File: src/rtl/frs_pkg.sv
package frs_pkg;
   typedef enum logic [1:0] {
      ST_RUN   = 2'd0,
      ST_PCHK  = 2'd1,
      ST_PDOWN = 2'd2,
      ST_RECOV = 2'd3
   } frs_state_e;
endpackage

File: src/rtl/frs_sync.sv
module frs_sync #(
   parameter int STAGES = 2
) (
   input  logic clk,
   input  logic rst_n,
   input  logic din,
   output logic dout
);
   generate
      if (STAGES == 0) begin : g_bypass
         assign dout = din;
      end else begin : g_chain
         logic [STAGES-1:0] sh;
         always_ff @(posedge clk or negedge rst_n) begin
            if (!rst_n) sh <= '1;      // idle pin level is high
            else if (STAGES == 1) sh <= din;
            else sh <= {sh[STAGES-2:0], din};
         end
         assign dout = sh[STAGES-1];
      end
   endgenerate
endmodule

File: src/rtl/frs_core.sv
module frs_core
   import frs_pkg::*;
#(
   parameter int CNT_W   = 8,
   parameter int T_PULSE = 6
) (
   input  logic       clk,
   input  logic       rst_n,
   input  logic       pin_lo,
   input  logic       pe_busy,
   input  logic       rec_done,
   output frs_state_e state,
   output frs_state_e nxt,
   output logic       abort_q,
   output logic       clr_q,
   output logic       suspect_q
);
   localparam logic [CNT_W-1:0] PULSE_LIM = CNT_W'(T_PULSE);
   localparam logic [CNT_W-1:0] ONE       = CNT_W'(1);

   logic [CNT_W-1:0] pc;
   logic [CNT_W-1:0] pc_inc;
   logic             accept;

   assign pc_inc = pc + ONE;

   always_comb begin
      nxt    = state;
      accept = 1'b0;
      unique case (state)
         ST_RUN:   if (pin_lo) nxt = ST_PCHK;
         ST_PCHK: begin
            if (!pin_lo) nxt = ST_RUN;
            else if (pc_inc >= PULSE_LIM) begin
               nxt    = ST_PDOWN;
               accept = 1'b1;
            end
         end
         ST_PDOWN: if (!pin_lo) nxt = ST_RECOV;
         ST_RECOV: begin
            if (pin_lo) nxt = ST_PDOWN;          // silent re-entry
            else if (rec_done) nxt = ST_RUN;
         end
         default:  nxt = ST_RUN;
      endcase
   end

   always_ff @(posedge clk or negedge rst_n) begin
      if (!rst_n) begin
         state     <= ST_RUN;
         pc        <= '0;
         abort_q   <= 1'b0;
         clr_q     <= 1'b0;
         suspect_q <= 1'b0;
      end else begin
         state   <= nxt;
         abort_q <= accept & pe_busy;
         clr_q   <= accept;
         if (accept) suspect_q <= pe_busy;
         if (nxt == ST_PCHK) pc <= (state == ST_PCHK) ? pc_inc : ONE;
         else pc <= '0;
      end
   end
endmodule

File: src/rtl/frs_recov.sv
module frs_recov
   import frs_pkg::*;
#(
   parameter int CNT_W   = 8,
   parameter int T_READ  = 10,
   parameter int T_WRITE = 17
) (
   input  logic       clk,
   input  logic       rst_n,
   input  frs_state_e state,
   input  frs_state_e nxt,
   output logic       rec_done,
   output logic       rd_q,
   output logic       wr_q,
   output logic       hiz_q
);
   localparam int               T_MAX  = (T_READ > T_WRITE) ? T_READ : T_WRITE;
   localparam logic [CNT_W-1:0] RD_LIM = CNT_W'(T_READ);
   localparam logic [CNT_W-1:0] WR_LIM = CNT_W'(T_WRITE);
   localparam logic [CNT_W-1:0] MX_LIM = CNT_W'(T_MAX);

   logic [CNT_W-1:0] rc, rc_inc, rc_n;
   logic             rd_n, wr_n, hiz_n, in_run;

   assign rc_inc   = rc + CNT_W'(1);
   assign rec_done = (state == ST_RECOV) && (rc_inc >= MX_LIM);

   always_comb begin
      rc_n   = ((nxt == ST_RECOV) && (state == ST_RECOV)) ? rc_inc : '0;
      in_run = (nxt == ST_RUN) || (nxt == ST_PCHK);
      rd_n   = in_run || ((nxt == ST_RECOV) && (rc_n >= RD_LIM));
      wr_n   = in_run || ((nxt == ST_RECOV) && (rc_n >= WR_LIM));
      hiz_n  = (nxt == ST_PDOWN) || ((nxt == ST_RECOV) && !rd_n);
   end

   always_ff @(posedge clk or negedge rst_n) begin
      if (!rst_n) begin
         rc    <= '0;
         rd_q  <= 1'b1;
         wr_q  <= 1'b1;
         hiz_q <= 1'b0;
      end else begin
         rc    <= rc_n;
         rd_q  <= rd_n;
         wr_q  <= wr_n;
         hiz_q <= hiz_n;
      end
   end
endmodule

File: src/rtl/flash_rst_seq.sv
module flash_rst_seq
   import frs_pkg::*;
#(
   parameter int CNT_W       = 8,
   parameter int SYNC_STAGES = 2,
   parameter int T_PULSE     = 6,
   parameter int T_READ      = 10,
   parameter int T_WRITE     = 17,
   parameter int ABORT_MAX   = 16
) (
   input  logic clk,
   input  logic rst_n,
   input  logic rst_pin_n,
   input  logic pe_busy,
   output logic pe_abort,
   output logic status_clr,
   output logic pd_flag,
   output logic force_hiz,
   output logic ctl_reset,
   output logic rd_ready,
   output logic wr_ready,
   output logic data_suspect
);
   localparam int T_MAX = (T_READ > T_WRITE) ? T_READ : T_WRITE;

   generate
      if (T_PULSE < 2) begin : g_chk_pulse
         $error("T_PULSE must be at least 2");
      end
      if (T_READ < 1 || T_WRITE < 1) begin : g_chk_rec
         $error("recovery delays must be at least 1");
      end
      if (T_MAX >= (1 << CNT_W) || T_PULSE >= (1 << CNT_W)) begin : g_chk_w
         $error("CNT_W too narrow for the cycle counts");
      end
      if (SYNC_STAGES + T_PULSE + 1 > ABORT_MAX) begin : g_chk_ab
         $error("abort latency exceeds ABORT_MAX");
      end
   endgenerate

   logic       pin_s;
   logic       rec_done;
   frs_state_e state, nxt;

   frs_sync #(.STAGES(SYNC_STAGES)) u_sync (
      .clk(clk), .rst_n(rst_n), .din(rst_pin_n), .dout(pin_s)
   );

   frs_core #(.CNT_W(CNT_W), .T_PULSE(T_PULSE)) u_core (
      .clk(clk), .rst_n(rst_n), .pin_lo(!pin_s), .pe_busy(pe_busy),
      .rec_done(rec_done), .state(state), .nxt(nxt),
      .abort_q(pe_abort), .clr_q(status_clr), .suspect_q(data_suspect)
   );

   frs_recov #(.CNT_W(CNT_W), .T_READ(T_READ), .T_WRITE(T_WRITE)) u_recov (
      .clk(clk), .rst_n(rst_n), .state(state), .nxt(nxt),
      .rec_done(rec_done), .rd_q(rd_ready), .wr_q(wr_ready), .hiz_q(force_hiz)
   );

   assign pd_flag   = (state == ST_PDOWN);
   assign ctl_reset = (state == ST_PDOWN);
endmodule

File: config.mk
export PLATFORM = sky130hd
export DESIGN_NAME = flash_rst_seq
export DESIGN_NICKNAME = d
export VERILOG_FILES = /design/src/rtl/frs_pkg.sv /design/src/rtl/frs_sync.sv /design/src/rtl/frs_core.sv /design/src/rtl/frs_recov.sv /design/src/rtl/flash_rst_seq.sv
export SDC_FILE = /design/constraint.sdc
export NUM_CORES = 1
export LEC_CHECK = 0
export ABC_AREA = 1
export BUFFER_PORTS_ARGS = -buffer_cell sky130_fd_sc_hd__buf_2
export CAP_MARGIN = 10
export CORE_MARGIN = 5
export CORE_UTILIZATION = 55
export CTS_CLUSTER_DIAMETER = 150
export DETAILED_ROUTE_END_ITERATION = 7
export PLACE_DENSITY = 0.79
export SLEW_MARGIN = 20
export SYNTH_ARGS = -nofsm -noshare
export SYNTH_HDL_FRONTEND = slang
export SYNTH_SLANG_ARGS = --single-unit
export TNS_END_PERCENT = 30
File: constraint.sdc
create_clock -name clk -period 3.8 [get_ports clk]
set_input_delay 0.57 -clock clk [delete_from_list [all_inputs] [get_ports clk]]
set_output_delay 0.57 -clock clk [all_outputs]
set_load 0.01 [all_outputs]
==> reports/metrics.yaml, run 1 <==
run_status:
  outcome: "complete, no violations"
worst_hold_path:
  hold_class: "input port to async pin"
setup_path:
  r2r_cells: 14
  worstSetupStartpointType: "register"
  critPathKind: "register to register"
  slowest_delay_ns: 0.44
  slowest_stage: "dfrtp_1"
  end_kind: "register"
  crit_top_cell: "nand2_2"
  crit_fanout: 7
  worst_ep_arrival_time_ns: 2.06
  worstPathRequired_ns: 4.02
  path_cells: "ha_1 > nand2_2 > nor2_2 > inv_1 > nand2_2 > inv_2 > nand2_2 > nand3_2 > nand2_4 > nand4_1 > nand2_1 > nand2_2 > nand2_1 > nor2_1"
clock_network:
  htreeDepth: 1
  clock-sinks: 26
  clk_pin_slew_worst_paths_ns: 0.13
  cts-hold-fix-buffers: 0
  root_buffer: "clkbuf_4"
  clk_path_buf_depth: 2
  clk_latency_ns: 0.32
  cts_repair_resize_count: 0
  cts_setup_buffers: 0
  cts_tree: "yes"
  cts_made_buffers: 3
sta:
  grt_setup_unrepaired: "no"
  hold_viol: 0
  min_period_ns: 1.84
  fin_skew_ns: 0.00415
  setup_tns_ns: 0
  slew_headroom: 0.642
  min_period_over_period: 0.484
  hold_slack_ns: 0.214
  slew_viol_final: 0
  fmax_mhz: 544
  worst_slew_pin_slew_ns: 0.536
  finalSetupViolations: 0
pwr:
  peakVddDrop_v: 0.000417
  p_per_area_mw_per_mm2: 476
  power_leakage_nw: 0.786
synth:
  synthFlopType: "dfrtp_1"
  yosysWarningCount: 0
  synth_area_mm2: 0.00131
  synth_cells: 149
  ys_async_sr_fraction: 1.00
  syn_area_per_cell_um2: 8.82
  yosysSeqAreaShare: 0.499
  yosysUniqueCellTypes: 26
  ys_ff_latch: 26
  synth_edf_count: 0
grt:
  grt_pass1_wl_um: 3770
  grt_overflow: 0
  grt_pass1_vias: 937
  gr-usage-all-layers: 0.140
  grt_max_degree: 27
  antenna_found_initial: 0
placement:
  gp_congestion: 0.868
  placedCellCount: 194
  io_buffers: 11
  post-dp-hpwl_um: 1610
route:
  drc_errors: 0
  vias: 938
  wl_per_cell_um: 10.3
  first_iter_violations: 26
  wl_um: 2030
  ant_nets: 0
  vias_per_cell: 4.74
  firstDrtPassIters: 4
die:
  die_w_um: 58.9
  die-area_mm2: 0.00347
  die_h_um: 58.9
  num_rows: 17
  pin_count: 12
  core_area_mm2: 0.00225
  start_util: 0.583
cells_and_area:
  stdcell_count: 198
  area_growth_pct: 11.0
  final_util: 0.647
  nNetsFinal: 179
  diodes: 0
  drive_gt1_frac: 0.229
flow_run:
  maxCapViolations: 0
[cell usage in the layout, fill, tap and decap left out, types with 3 or more instances in the layout]
cell type   n
nand2_1    29
dfrtp_1    22
nor2_2      3
ha_1        4
clkbuf_4    3
buf_2      11
nor2_1     13
nand2_2     5
nand4_1     4
o21ai_0     4
xor2_1      3
dfstp_2     4
conb_1      8
nand3_1     8
inv_1      30
[worst paths after layout]
check,from,endpoint,slack [ns]
max,u_recov.rc[0],u_recov.hiz_q,1.96
min,rst_n,u_core.pc[4],0.21
max reg2reg,u_recov.rc[0],u_recov.hiz_q,1.96
min reg2reg,u_sync.g_chain.sh[0],u_sync.g_chain.sh[1],0.37
max in group asynchronous,rst_n,u_recov.rd_q,3.22
min in group clk,rst_pin_n,u_sync.g_chain.sh[0],0.34
[registers in the layout (all words and copies together), names as in the netlist]
name / count
u_core.pc: 8
u_sync.g_chain.sh: 2
u_recov.rd_q: 1
u_recov.hiz_q: 1
u_core.clr_q: 1
u_core.state: 2
u_recov.rc: 8
u_recov.wr_q: 1
u_core.abort_q: 1
u_core.suspect_q: 1
[layer usage]
metal  GRT usage  part of all wire
met2       0.246              0.52
met4      0.0615             0.016
met5           0                 0
met1       0.160              0.41
met3      0.0351             0.052
[power by group]
part | internal (mW) | switching, mW
logic | 0.0727 | 0.127
clock network | 0.0586 | 0.0745
registers | 0.329 | 0.0333
total | 0.460 | 0.235
[synthesized netlist by cell type, types with 3 or more instances]
cell type,count,area (µm²)
nor2_2,3,18.8
xor2_1,3,26.3
nand3_1,8,40.0
dfrtp_1,22,551
o21ai_0,4,20.0
nand4_1,4,25.0
inv_1,30,113
dfstp_2,4,105
nand2_2,5,31.3
nor2_1,13,48.8
ha_1,4,50.1
nand2_1,29,109
[worst max-delay path: cells and delay by family (launching register included)]
| kind | cells | cell delay, ns |
|---|---|---|
| adder cells (fa/ha/maj) | 1 | 0.22 |
| buffers and inverters | 2 | 0.10 |
| AND/OR/NAND/NOR | 11 | 0.98 |
| flip-flops | 1 | 0.44 |
[logic make-up after synthesis]
kind of cell | Yosys count | synth area share
AO/OA/AOI/OAI | 10 | 0.0543
XOR/XNOR | 5 | 0.0333
adder cells (fa/ha/maj) | 4 | 0.0381
buffers and inverters | 33 | 0.0971
flip-flops | 26 | 0.499
other | 1 | 0.00285
AND/OR/NAND/NOR | 70 | 0.275
[layout make-up]
type,instances,area (µm²)
flip-flops and latches,26,656
inverters,32,120
well taps,28,35.0
fillers,188,796
multi-input cells,97,557
repair buffers,11,55.1
clock buffers,4,36.3
[stage by stage]
| stage | power [mW] | worst slack (ns) | area (µm²) |
|---|---|---|---|
| detailed placement | 0.569 | 1.99 | 1420 |
| global placement | 0.565 | 2.04 | 1420 |
| CTS | 0.703 | 1.97 | 1460 |
| global route | 0.748 | 1.77 | 1460 |
| finish | 0.695 | 1.96 | 1460 |
| floorplan | 0.510 | 2.14 | 1340 |
Power figures use the tool's default switching activity.
==> run 2, diff against run 1 <==
==> constraint.sdc (replaced) <==
create_clock -name clk -period 1.9 [get_ports clk]
set_input_delay 0.285 -clock clk [delete_from_list [all_inputs] [get_ports clk]]
set_output_delay 0.285 -clock clk [all_outputs]
set_load 0.01 [all_outputs]
==> reports/metrics.yaml, run 2 (synthesis results as in run 1) <==
clock_network:
  cts_made_buffers: 3
  clk_latency_ns: 0.31
  clk_pin_slew_worst_paths_ns: 0.13
  cts_tree: "yes"
  clock-sinks: 26
  clk_path_buf_depth: 2
  htreeDepth: 1
  root_buffer: "clkbuf_4"
sta:
  finalSetupViolations: 0
  hold_viol: 0
  setup_tns_ns: 0
  min_period_ns: 1.76
  slew_viol_final: 0
  fin_skew_ns: 0.00378
  fmax_mhz: 568
  min_period_over_period: 0.927
  worst_slew_pin_slew_ns: 0.532
  slew_headroom: 0.645
grt:
  grt_pass1_wl_um: 3770
  gr-usage-all-layers: 0.141
  antenna_found_initial: 0
  grt_pass1_vias: 982
  grt_overflow: 0
  grt_max_degree: 27
placement:
  io_buffers: 11
  dpl_cell_area_mm2: 0.00143
  post-dp-hpwl_um: 1650
  gp_congestion: 0.870
route:
  ant_nets: 0
  vias_per_cell: 4.85
  wl_um: 2250
  first_iter_violations: 21
  wl_per_cell_um: 11.0
  drc_errors: 0
  firstDrtPassIters: 4
  vias: 994
worst_hold_path:
  whs_path_depth: 1
  hold_class: "input port to register"
die:
  die-area_mm2: 0.00347
  die_w_um: 58.9
  die_h_um: 58.9
  pin_count: 12
  start_util: 0.583
  num_rows: 17
  core_area_mm2: 0.00225
cells_and_area:
  nNetsFinal: 186
  area_growth_pct: 15.8
  final_util: 0.675
  mostFrequentLayoutCells: "inv_1 (30), nand2_1 (29), dfrtp_1 (22)"
  diodes: 0
  final_common_cell: "inv_1"
  reg_top3: "u_core.pc: 8 flops, u_recov.rc: 8 flops"
  nFillCells: 176
  stdcell_area_mm2: 0.00152
  drive_gt1_frac: 0.260
setup_path:
  critPathKind: "register to register"
  worstPathRequired_ns: 2.12
  path_cells: "ha_2 > nand2_2 > nor2_4 > inv_1 > nand2_2 > inv_2 > nand2_2 > nand3_2 > nand2_4 > nand4_1 > nand2_1 > nand2_2 > nand2_1 > nor2_1"
  worstSetupStartpointType: "register"
  slowest_delay_ns: 0.40
  worst_ep_arrival_time_ns: 1.99
  crit_fanout: 7
  crit_top_cell: "nand2_2"
  r2r_cells: 14
  end_kind: "register"
  slowest_stage: "dfrtp_1"
pwr:
  peakVddDrop_v: 0.000784
  p_per_area_mw_per_mm2: 933
  power_leakage_nw: 0.818
run_status:
  outcome: "complete, no violations"
flow_run:
  maxCapViolations: 0
[run 2: report_power, final]
part | internal, mW | switching, mW
sequential | 0.658 | 0.0686
clock | 0.117 | 0.150
combinational | 0.162 | 0.263
total | 0.937 | 0.481
[run 2: worst paths after layout]
path	start	end	slack [ns]
max	u_recov.rc[0]	u_recov.hiz_q	0.14
min	rst_pin_n	u_sync.g_chain.sh[0]	0.05
max reg2reg	u_recov.rc[0]	u_recov.hiz_q	0.14
min reg2reg	u_sync.g_chain.sh[0]	u_sync.g_chain.sh[1]	0.37
max in group asynchronous	rst_n	u_recov.rd_q	1.07
min in group asynchronous	rst_n	u_core.pc[5]	0.46
[run 2: layer usage]
| layer | global-route usage | vias up | part of all wire |
|---|---|---|---|
| li1 | - | 508 | - |
| met1 | 0.152 | 461 | 0.41 |
| met2 | 0.259 | 18 | 0.54 |
| met4 | 0.0712 | 0 | 0.024 |
| met3 | 0.0241 | 7 | 0.032 |
| met5 | 0 | - | 0 |
[run 2: timing repair]
item / in CTS / in global routing
hold buffers: 1 / 0
setup endpoints to repair: 0 / 6
gates resized for setup: 0 / 3
endpoints found under the hold margin: 22 / 0
buffers inserted: 0 / 5
[run 2: cell type report]
cell class / instances / area [µm²] / area share
Inverter: 32 / 120 / 0.0789
Timing Repair Buffer: 18 / 110 / 0.0724
Clock buffer: 4 / 36.3 / 0.0238
Tap cell: 28 / 35.0 / 0.0230
Multi-Input combinational cell: 97 / 564 / 0.371
Sequential cell: 26 / 656 / 0.431
[run 2: worst max-delay path, delay by kind of cell (launching register included)]
kind,cells,cell delay [ns]
buffers and inverters,2,0.11
adder cells (fa/ha/maj),1,0.21
flip-flops,1,0.40
AND/OR/NAND/NOR,11,0.93
[run 2: through the flow]
stage                     hold WS [ns]  setup slack (ns)  total power, mW  instances
after floorplan                -0.0106             0.245             1.02        156
after global placement           0.299             0.136             1.14        195
after detailed placement         0.298            0.0804             1.15        195
after CTS                       0.0428            0.0558             1.42        200
after global routing            0.0254           -0.0133             1.53        205
final                           0.0524             0.138             1.42        205
